## config.mk

```make
export PLATFORM = sky130hd
export DESIGN_NAME = pwr_mode_ctrl
export DESIGN_NICKNAME = d
export VERILOG_FILES = /design/src/rtl/pmc_pkg.sv /design/src/rtl/pmc_relock_timer.sv /design/src/rtl/pmc_mode_fsm.sv /design/src/rtl/pmc_domain_gate.sv /design/src/rtl/pwr_mode_ctrl.sv
export SDC_FILE = /design/constraint.sdc
export NUM_CORES = 1
export LEC_CHECK = 0
export ABC_AREA = 0
export BUFFER_PORTS_ARGS = -buffer_cell sky130_fd_sc_hd__buf_2
export CORE_MARGIN = 10
export CORE_UTILIZATION = 50
export CTS_BUF_LIST = sky130_fd_sc_hd__clkbuf_4 sky130_fd_sc_hd__clkbuf_8
export CTS_CLUSTER_DIAMETER = 200
export DETAILED_ROUTE_END_ITERATION = 12
export HOLD_SLACK_MARGIN = 0.15
export PLACE_DENSITY = 0.94
export REMOVE_ABC_BUFFERS = 1
export SYNTH_ARGS = -nofsm -noshare
export SYNTH_HDL_FRONTEND = slang
export SYNTH_SLANG_ARGS = --single-unit
```

## constraint.sdc

```tcl
create_clock -name clk -period 2.6 [get_ports clk]
set_input_delay 0 -clock clk [delete_from_list [all_inputs] [get_ports clk]]
set_output_delay 0 -clock clk [all_outputs]
set_load 0.02 [all_outputs]
```

## src/rtl/pmc_pkg.sv

```systemverilog
package pmc_pkg;

   typedef enum logic [1:0] {
      PM_FULL  = 2'b00,
      PM_DOZE  = 2'b01,
      PM_NAP   = 2'b10,
      PM_SLEEP = 2'b11
   } pm_mode_e;

   typedef struct packed {
      logic units;
      logic snoop;
      logic timer;
      logic thermal;
      logic pll;
      logic dll;
   } dom_en_t;

   // Domains kept alive in each mode
   function automatic dom_en_t mode_domains(pm_mode_e m);
      dom_en_t d;
      unique case (m)
         PM_FULL:  d = '{units: 1'b1, snoop: 1'b1, timer: 1'b1, thermal: 1'b1, pll: 1'b1, dll: 1'b1};
         PM_DOZE:  d = '{units: 1'b0, snoop: 1'b1, timer: 1'b1, thermal: 1'b1, pll: 1'b1, dll: 1'b1};
         PM_NAP:   d = '{units: 1'b0, snoop: 1'b0, timer: 1'b1, thermal: 1'b1, pll: 1'b1, dll: 1'b1};
         PM_SLEEP: d = '{units: 1'b0, snoop: 1'b0, timer: 1'b0, thermal: 1'b0, pll: 1'b0, dll: 1'b0};
      endcase
      return d;
   endfunction

endpackage

```

## src/rtl/pmc_relock_timer.sv

```systemverilog
module pmc_relock_timer #(
   parameter int CNT_W = 8
) (
   input  logic             clk,
   input  logic             rst_n,
   input  logic             in_sleep,
   input  logic             pll_locked,
   input  logic [CNT_W-1:0] relock_cycles,
   output logic             lock_ok
);

   localparam logic [CNT_W-1:0] CNT_MAX = {CNT_W{1'b1}};

   logic [CNT_W-1:0] lock_cnt;

   // Counts consecutive locked edges while in sleep, saturating
   always_ff @(posedge clk or negedge rst_n) begin
      if (!rst_n) begin
         lock_cnt <= '0;
      end else if (!in_sleep || !pll_locked) begin
         lock_cnt <= '0;
      end else if (lock_cnt != CNT_MAX) begin
         lock_cnt <= lock_cnt + 1'b1;
      end
   end

   assign lock_ok = pll_locked && (lock_cnt >= relock_cycles);

endmodule

```

## src/rtl/pmc_mode_fsm.sv

```systemverilog
module pmc_mode_fsm
   import pmc_pkg::*;
(
   input  logic       clk,
   input  logic       rst_n,
   input  logic       psave_en,
   input  logic [1:0] mode_sel,
   input  logic       ext_irq,
   input  logic       smi,
   input  logic       dec_exc,
   input  logic       soft_rst,
   input  logic       hard_rst,
   input  logic       mchk,
   input  logic       qack,
   input  logic       lock_ok,
   output pm_mode_e   mode,
   output logic       wake_done
);

   pm_mode_e state, nxt, req;
   logic     from_nap, nxt_from_nap;
   logic     pend, nxt_pend;
   logic     wake_lp, wake_sl, req_blocked;

   assign wake_sl     = ext_irq | smi | soft_rst | mchk;
   assign wake_lp     = wake_sl | dec_exc;
   assign req         = pm_mode_e'(mode_sel);
   assign req_blocked = (req == PM_SLEEP) ? wake_sl : wake_lp;

   always_comb begin
      nxt          = state;
      nxt_from_nap = from_nap;
      nxt_pend     = pend;
      if (hard_rst) begin
         nxt          = PM_FULL;
         nxt_from_nap = 1'b0;
         nxt_pend     = 1'b0;
      end else begin
         unique case (state)
            PM_FULL: begin
               nxt_from_nap = 1'b0;
               nxt_pend     = 1'b0;
               if (psave_en && (req != PM_FULL) && !req_blocked) nxt = req;
            end
            PM_DOZE: begin
               if (wake_lp) begin
                  nxt          = PM_FULL;
                  nxt_from_nap = 1'b0;
               end else if (from_nap && qack) begin
                  nxt = PM_NAP;
               end
            end
            PM_NAP: begin
               if (wake_lp) begin
                  nxt          = PM_FULL;
                  nxt_from_nap = 1'b0;
               end else if (!qack) begin
                  nxt          = PM_DOZE;
                  nxt_from_nap = 1'b1;
               end
            end
            PM_SLEEP: begin
               nxt_pend = pend | wake_sl;
               if (lock_ok && nxt_pend) begin
                  nxt      = PM_FULL;
                  nxt_pend = 1'b0;
               end
            end
         endcase
      end
   end

   always_ff @(posedge clk or negedge rst_n) begin
      if (!rst_n) begin
         state     <= PM_FULL;
         from_nap  <= 1'b0;
         pend      <= 1'b0;
         wake_done <= 1'b0;
      end else begin
         state     <= nxt;
         from_nap  <= nxt_from_nap;
         pend      <= nxt_pend;
         wake_done <= (state != PM_FULL) && (nxt == PM_FULL);
      end
   end

   assign mode = state;

endmodule

```

## src/rtl/pmc_domain_gate.sv

```systemverilog
module pmc_domain_gate
   import pmc_pkg::*;
#(
   parameter int NUM_UNITS   = 8,
   parameter bit DPM_SUPPORT = 1'b1
) (
   input  pm_mode_e             mode,
   input  logic                 dpm_en,
   input  logic [NUM_UNITS-1:0] unit_idle,
   output logic [NUM_UNITS-1:0] unit_en,
   output logic                 snoop_en,
   output logic                 timer_en,
   output logic                 thermal_en,
   output logic                 pll_en,
   output logic                 dll_en
);

   dom_en_t dom;

   assign dom        = mode_domains(mode);
   assign snoop_en   = dom.snoop;
   assign timer_en   = dom.timer;
   assign thermal_en = dom.thermal;
   assign pll_en     = dom.pll;
   assign dll_en     = dom.dll;

   generate
      if (DPM_SUPPORT) begin : g_dpm
         for (genvar i = 0; i < NUM_UNITS; i++) begin : g_unit
            assign unit_en[i] = dom.units & ~(dpm_en & unit_idle[i]);
         end
      end else begin : g_no_dpm
         logic unused_dpm;
         assign unused_dpm = dpm_en ^ (^unit_idle);
         assign unit_en    = {NUM_UNITS{dom.units}};
      end
   endgenerate

endmodule

```

## src/rtl/pwr_mode_ctrl.sv

```systemverilog
module pwr_mode_ctrl
   import pmc_pkg::*;
#(
   parameter int NUM_UNITS   = 8,
   parameter int CNT_W       = 8,
   parameter bit DPM_SUPPORT = 1'b1
) (
   input  logic                 clk,
   input  logic                 rst_n,
   input  logic                 psave_en,
   input  logic [1:0]           mode_sel,
   input  logic                 dpm_en,
   input  logic [NUM_UNITS-1:0] unit_idle,
   input  logic                 ext_irq,
   input  logic                 smi,
   input  logic                 dec_exc,
   input  logic                 soft_rst,
   input  logic                 hard_rst,
   input  logic                 mchk,
   input  logic                 qack,
   input  logic                 pll_locked,
   input  logic [CNT_W-1:0]     relock_cycles,
   output logic [NUM_UNITS-1:0] unit_en,
   output logic                 snoop_en,
   output logic                 timer_en,
   output logic                 thermal_en,
   output logic                 pll_en,
   output logic                 dll_en,
   output logic [1:0]           cur_mode,
   output logic                 wake_done
);

   generate
      if (NUM_UNITS < 1) begin : g_bad_units
         $error("pwr_mode_ctrl: NUM_UNITS must be at least 1");
      end
      if (CNT_W < 1 || CNT_W > 31) begin : g_bad_cnt
         $error("pwr_mode_ctrl: CNT_W must lie in 1..31");
      end
   endgenerate

   pm_mode_e mode;
   logic     lock_ok;

   pmc_relock_timer #(.CNT_W(CNT_W)) u_relock (
      .clk           (clk),
      .rst_n         (rst_n),
      .in_sleep      (mode == PM_SLEEP),
      .pll_locked    (pll_locked),
      .relock_cycles (relock_cycles),
      .lock_ok       (lock_ok)
   );

   pmc_mode_fsm u_fsm (
      .clk       (clk),
      .rst_n     (rst_n),
      .psave_en  (psave_en),
      .mode_sel  (mode_sel),
      .ext_irq   (ext_irq),
      .smi       (smi),
      .dec_exc   (dec_exc),
      .soft_rst  (soft_rst),
      .hard_rst  (hard_rst),
      .mchk      (mchk),
      .qack      (qack),
      .lock_ok   (lock_ok),
      .mode      (mode),
      .wake_done (wake_done)
   );

   pmc_domain_gate #(.NUM_UNITS(NUM_UNITS), .DPM_SUPPORT(DPM_SUPPORT)) u_gate (
      .mode       (mode),
      .dpm_en     (dpm_en),
      .unit_idle  (unit_idle),
      .unit_en    (unit_en),
      .snoop_en   (snoop_en),
      .timer_en   (timer_en),
      .thermal_en (thermal_en),
      .pll_en     (pll_en),
      .dll_en     (dll_en)
   );

   assign cur_mode = mode;

endmodule

```

Word level (Yosys, flattened, before mapping)
Index checks and enable logic that the tools add are counted.
{"block": "op_classes", "add_sub_neg": 1, "n_mul": 0, "div": 0, "order_cmp": 1, "eq_ne": 7, "shift": 0, "n_mux": 20, "bitwise_logic": 29, "n_reduce_logical": 18}
{"cell": "6-bit case mux with 4 select lines", "count": 1}
{"cell": "1-bit AND", "count": 16}
{"cell": "8-bit two-way mux", "count": 2}
{"cell": "2-bit two-way mux", "count": 7}
{"cell": "8-bit by 1-bit adder with 8-bit output (second input constant)", "count": 1}
{"cell": "8-bit >= comparator", "count": 1}
{"cell": "8-bit inequality test (second input constant)", "count": 1}
{"cell": "1-bit NOT", "count": 8}
{"cell": "2-bit case mux with 4 select lines", "count": 1}
{"cell": "1-bit two-way mux", "count": 7}
{"cell": "2-bit equality test (second input constant)", "count": 3}
{"cell": "1-bit logical AND", "count": 6}
{"cell": "2-bit nonzero test", "count": 3}
{"cell": "1-bit OR", "count": 5}
{"cell": "2-bit zero test", "count": 2}
{"cell": "4-bit by 3-bit inequality test with 1-bit output (second input constant)", "count": 1}
{"cell": "4-bit nonzero test", "count": 1}
{"cell": "1-bit zero test", "count": 3}
{"cell": "3-bit by 2-bit inequality test with 1-bit output (second input constant)", "count": 1}
{"cell": "1-bit case mux with 3 select lines", "count": 1}
{"cell": "3-bit AND reduction", "count": 1}
{"cell": "3-bit nonzero test", "count": 1}
{"cell": "2-bit by 1-bit equality test with 1-bit output (second input constant)", "count": 1}
{"cell": "1-bit case mux with 2 select lines", "count": 1}
{"cell": "1-bit logical OR", "count": 1}
{"block": "totals", "ff_bits": 13, "latch_bits": 0, "mem_bits_rw": 0, "mem_bits_ro": 0, "in_bits": 30, "output_inout_bits": 16, "word_cells": 81, "n_memories": 0}

Depth between registers and ports, before layout
{"block": "logic_depth", "word_depth": 12, "mapped_depth": 8, "depth_no_buf": 7}

Cells and area by module
From an unflattened synthesis, not the netlist that was laid out.
{"block": "unflattened", "hier_cells": 129, "area_unflattened_um2": 1133.6}
{"mod": "pmc_relock_timer", "instances": 1, "cells_each": 69, "area_per_inst_um2": 600.6, "seq_area_each_um2": 200.2}
{"mod": "pmc_mode_fsm", "instances": 1, "cells_each": 43, "area_per_inst_um2": 366.6, "seq_area_each_um2": 125.1}
{"mod": "pmc_domain_gate", "instances": 1, "cells_each": 16, "area_per_inst_um2": 160.2, "seq_area_each_um2": 0.0}
{"mod": "pwr_mode_ctrl", "instances": 1, "cells_each": 1, "area_per_inst_um2": 6.3, "seq_area_each_um2": 0.0}

Worst setup path before layout
OpenSTA, ideal clock, no wires.
{"block": "synth_timing", "path_type": "register to register", "from": "register u_relock.lock_cnt[0]", "to": "register u_fsm.state[1] (netlist: u_fsm.mode[1])", "setup_time_ns": 0.094, "arrival_ns": 1.776, "t_required_ns": 2.506, "setup_slack_ns": 0.730, "path_stages_with_launch": 8, "path_buffers": 0, "period_less_slack_ns": 1.870, "cell_sequence": "dfrtp_1 > inv_1 > ha_1 > nand2b_4 > a2111o_1 > a31oi_1 > o211ai_1 > a221oi_2"}
{"block": "synth_between", "elab_chain_len": 6}
{"item": "start, declared", "line_no": "pmc_relock_timer.sv:14", "source": "logic [CNT_W-1:0] lock_cnt;"}
{"item": "start signal, assigned", "line_no": "pmc_relock_timer.sv:23", "source": "lock_cnt <= lock_cnt + 1'b1;"}
{"item": "8-bit >= comparator", "line_no": "pmc_relock_timer.sv:27", "source": "assign lock_ok = pll_locked && (lock_cnt >= relock_cycles);"}
{"item": "1-bit logical AND", "line_no": "pmc_relock_timer.sv:27"}
{"item": "1-bit logical AND", "line_no": "pmc_mode_fsm.sv:64", "source": "if (lock_ok && nxt_pend) begin"}
{"item": "2-bit two-way mux", "line_no": "pmc_mode_fsm.sv:64"}
{"item": "2-bit case mux with 4 select lines", "line_no": "pmc_mode_fsm.sv:39", "source": "unique case (state)"}
{"item": "2-bit two-way mux", "line_no": "pmc_mode_fsm.sv:34", "source": "if (hard_rst) begin"}
{"item": "via u_fsm.nxt[1]", "line_no": "pmc_mode_fsm.sv:20", "source": "pm_mode_e state, nxt, req;"}
{"item": "end signal, assigned", "line_no": "pmc_mode_fsm.sv:80", "source": "state <= nxt;"}
{"item": "end, declared", "line_no": "pmc_mode_fsm.sv:20"}
The timed path passes the listed nets, and every way through them passes these cells.
A chain may end at the register's enable or synchronous reset.

Worst setup path in the final report
{"block": "layout_timing", "from": "register u_relock.lock_cnt[0]", "to": "register u_fsm.state[0] (netlist: u_fsm.mode[0])"}
The elaborated chain is that of the path after synthesis.

==> reports/summary.txt <==
Top-count cell post-synth: a21oi_1
Pwr/cell area: 669 mW/mm²
Dpl ws: 612 ps
Drt pass-1 iters: 4
Status: complete, no violations
Delay-heaviest family, CP: compound AO/OA/AOI/OAI gates
Core box area: 0.00221 mm²
DP Area: 0.00138 mm²
ANT nets after route: 0
Root Driver: clkbuf_4
WHS Endpoint: u_fsm.pend$_DFFE_PN0P_
Via density per instance: 5.42
# nets final: 233
Synth area leader: dfrtp_1
CP Capture Type: flop
Max Slew Vio Count: 0
Synth Flop Type: dfrtp_1
Total Power: 1.00 mW
Setup TNS: 0 ps
Synth area leaders: dfrtp_1 (28%), ha_1 (15%), a21oi_1 (6.9%)
Area share of the largest cell type after synthesis: 28.0%
GRT overflow: 0
Unrepaired setup endpoints after global routing: false
RePlAce Congestion: 0.854
Synthesis-to-finish area growth: 29.1%
Vias in the first global route: 1202
Final std cells w/o fill: 216
Gr usage total: 13.7%
Die Wd: 68.2 µm
Finished Cell Area: 0.00150 mm²
Setup crit start: u_relock.lock_cnt[0]$_DFFE_PN0P_
WS Path Type: reg -> reg
Post-synth EDFFs: 0
Flops & latches, synth: 13
Diodes inserted: 0
Port buffer count: 45
Share of layout cells above drive strength 1: 30.3%
Max rail drop VDD: 632 µV
Cells after DPL: 205
CTS clk-pin slew, worst paths: 80 ps
Die area: 0.00465 mm²
Buf/Inv on CP: 1
Post-Synthesis Cells: 137
Via Count: 1170
Achievable Freq: 492 MHz
DRT Wirelength: 3.11 mm
Crit path required time: 2770 ps
Max Root-Sink Buffers: 2
Wire per inst: 14.4 µm
CP max stage cell: a2111o_1
RR Endpoint: u_fsm.mode[0]$_DFF_PN0_
FP Rows: 17
Setup ws final: 566 ps
Worst-Skew Late Latency: 270 ps
Die extent in y: 68.2 µm
TritonCTS clock tree: yes
Critical path data arrival time: 2210 ps
Htree depth: 1
Hold Vio Cnt, Final: 0
Hold_sp: soft_rst
Syn Std Cell Area: 0.00116 mm²
Max-cap violation count: 0
Cell variety after synth: 43
Yosys warnings: 0
Slew of the pin with the lowest slew margin: 583 ps
RR Startpoint: u_relock.lock_cnt[0]$_DFFE_PN0P_
FF-to-FF path depth: 7
Post-detail-place hpwl: 2.46 mm
Synth cell count leaders: a21oi_1 (16), ha_1 (14), dfrtp_1 (13)
Worst rel slew slack: 61.0%
Max Clock Skew: 2.89 ps
Initial DRC count: 49
Seq/Total Area, Yosys: 28.0%
Initial antenna violation count: 0
Flop-to-flop setup slack: 570 ps
Num CTS Buffers: 3
Largest net degree at the start of global routing: 14
Hold Path Class: in -> reg
Synth async-reset ratio: 100%
Period utilization: 78.2%
DRC: 0
Crit path max fanout: 4
Boundary pin count: 46
Hold Path Stages: 5
Initial Util: 52.5%
Clk sink count: 13
Leakage power total: 0.760 nW
Tmin final: 2030 ps
Crit-path cells: inv_1 -> ha_1 -> nand2b_4 -> a2111o_1 -> a32oi_2 -> nand3_2 -> a211oi_2
Nature of the critical path startpoint: flop
Syn avg cell area: 8.48 µm²
First-pass GRT wire length: 5.15 mm
Final setup violation count: 0
Max stage delay on crit path: 420 ps
[flip-flops by register name (all words and copies together), names as in the netlist]
name and cells:
u_fsm.from_nap 1, u_relock.lock_cnt 8, u_fsm.mode 2, u_fsm.pend 1
u_fsm.wake_done 1
[metrics by stage]
stage	hold slack, ps	util [%]
global route	178	67.8
global placement	-104	62.5
CTS	169	67.0
finish	181	67.8
floorplan	-296	-
detailed placement	-96.3	62.5
[layer usage]
metal	share of wire [%]	up-vias	track usage, %
met4	1.1	0	5.03
met3	5.4	4	3.59
met1	40	541	14.1
met5	0	-	0
met2	54	29	25.9
li1	-	596	-
[cells by family after synthesis]
| kind of cell | count (synthesis) | synth area share, % |
|---|---|---|
| AO/OA/AOI/OAI | 43 | 23.9 |
| XOR/XNOR | 2 | 1.51 |
| adder cells (fa/ha/maj) | 14 | 15.1 |
| buffers and inverters | 18 | 7.64 |
| flip-flops | 13 | 28.0 |
| multiplexers | 2 | 1.72 |
| AND/OR/NAND/NOR | 45 | 22.2 |
[cells in the final DEF (no fill, tap or decap), types with 2 or more instances in the layout]
cell type      instances
mux2i_1                2
o21a_1                 3
buf_2                 45
nand2_1                9
nand4b_1               2
clkbuf_4               4
ha_1                  14
nor2_1                11
nand2b_1               5
inv_1                 12
dfrtp_1               13
a21oi_1               16
a31oi_1                4
and3_1                 2
o21ai_0                6
o22ai_1                2
dlygate4sd3_1          7
nand3_1                4
[worst min-delay path, stage by stage]
cell      delay (ps)
buf_2            100
nor4_4            60
nand2b_1          90
a31oi_1           90
nor2_1            80
[area by class of cell]
type	instances	area, µm²
fillers	201	712
repair buffers	52	295
clock buffers	4	30.0
flip-flops and latches	13	325
multi-input cells	106	766
well taps	28	35.0
inverters	13	48.8
[report_power, final]
group	total (mW)	internal, mW	leakage (nW)	switching [mW]
logic	0.605	0.225	0.562	0.379
registers	0.266	0.224	0.180	0.0424
clock network	0.133	0.0698	0.0184	0.0629
[what timing repair did]
item	CTS	global route
endpoints found under the hold margin	18	1
setup buffers	0	0
hold buffers	7	1
setup endpoints to repair	0	1
resized for setup	0	3
[worst max-delay path by stage]
stage,end,depth (start not counted)
2_1_floorplan,u_fsm.mode[1]$_DFF_PN0_,7
3_5_place_dp,u_fsm.mode[0]$_DFF_PN0_,7
3_3_place_gp,u_fsm.mode[1]$_DFF_PN0_,7
5_1_grt,unit_en[5],5
6_report,u_fsm.mode[0]$_DFF_PN0_,7
4_1_cts,u_fsm.mode[0]$_DFF_PN0_,8
(Power assumes the default switching activity.)
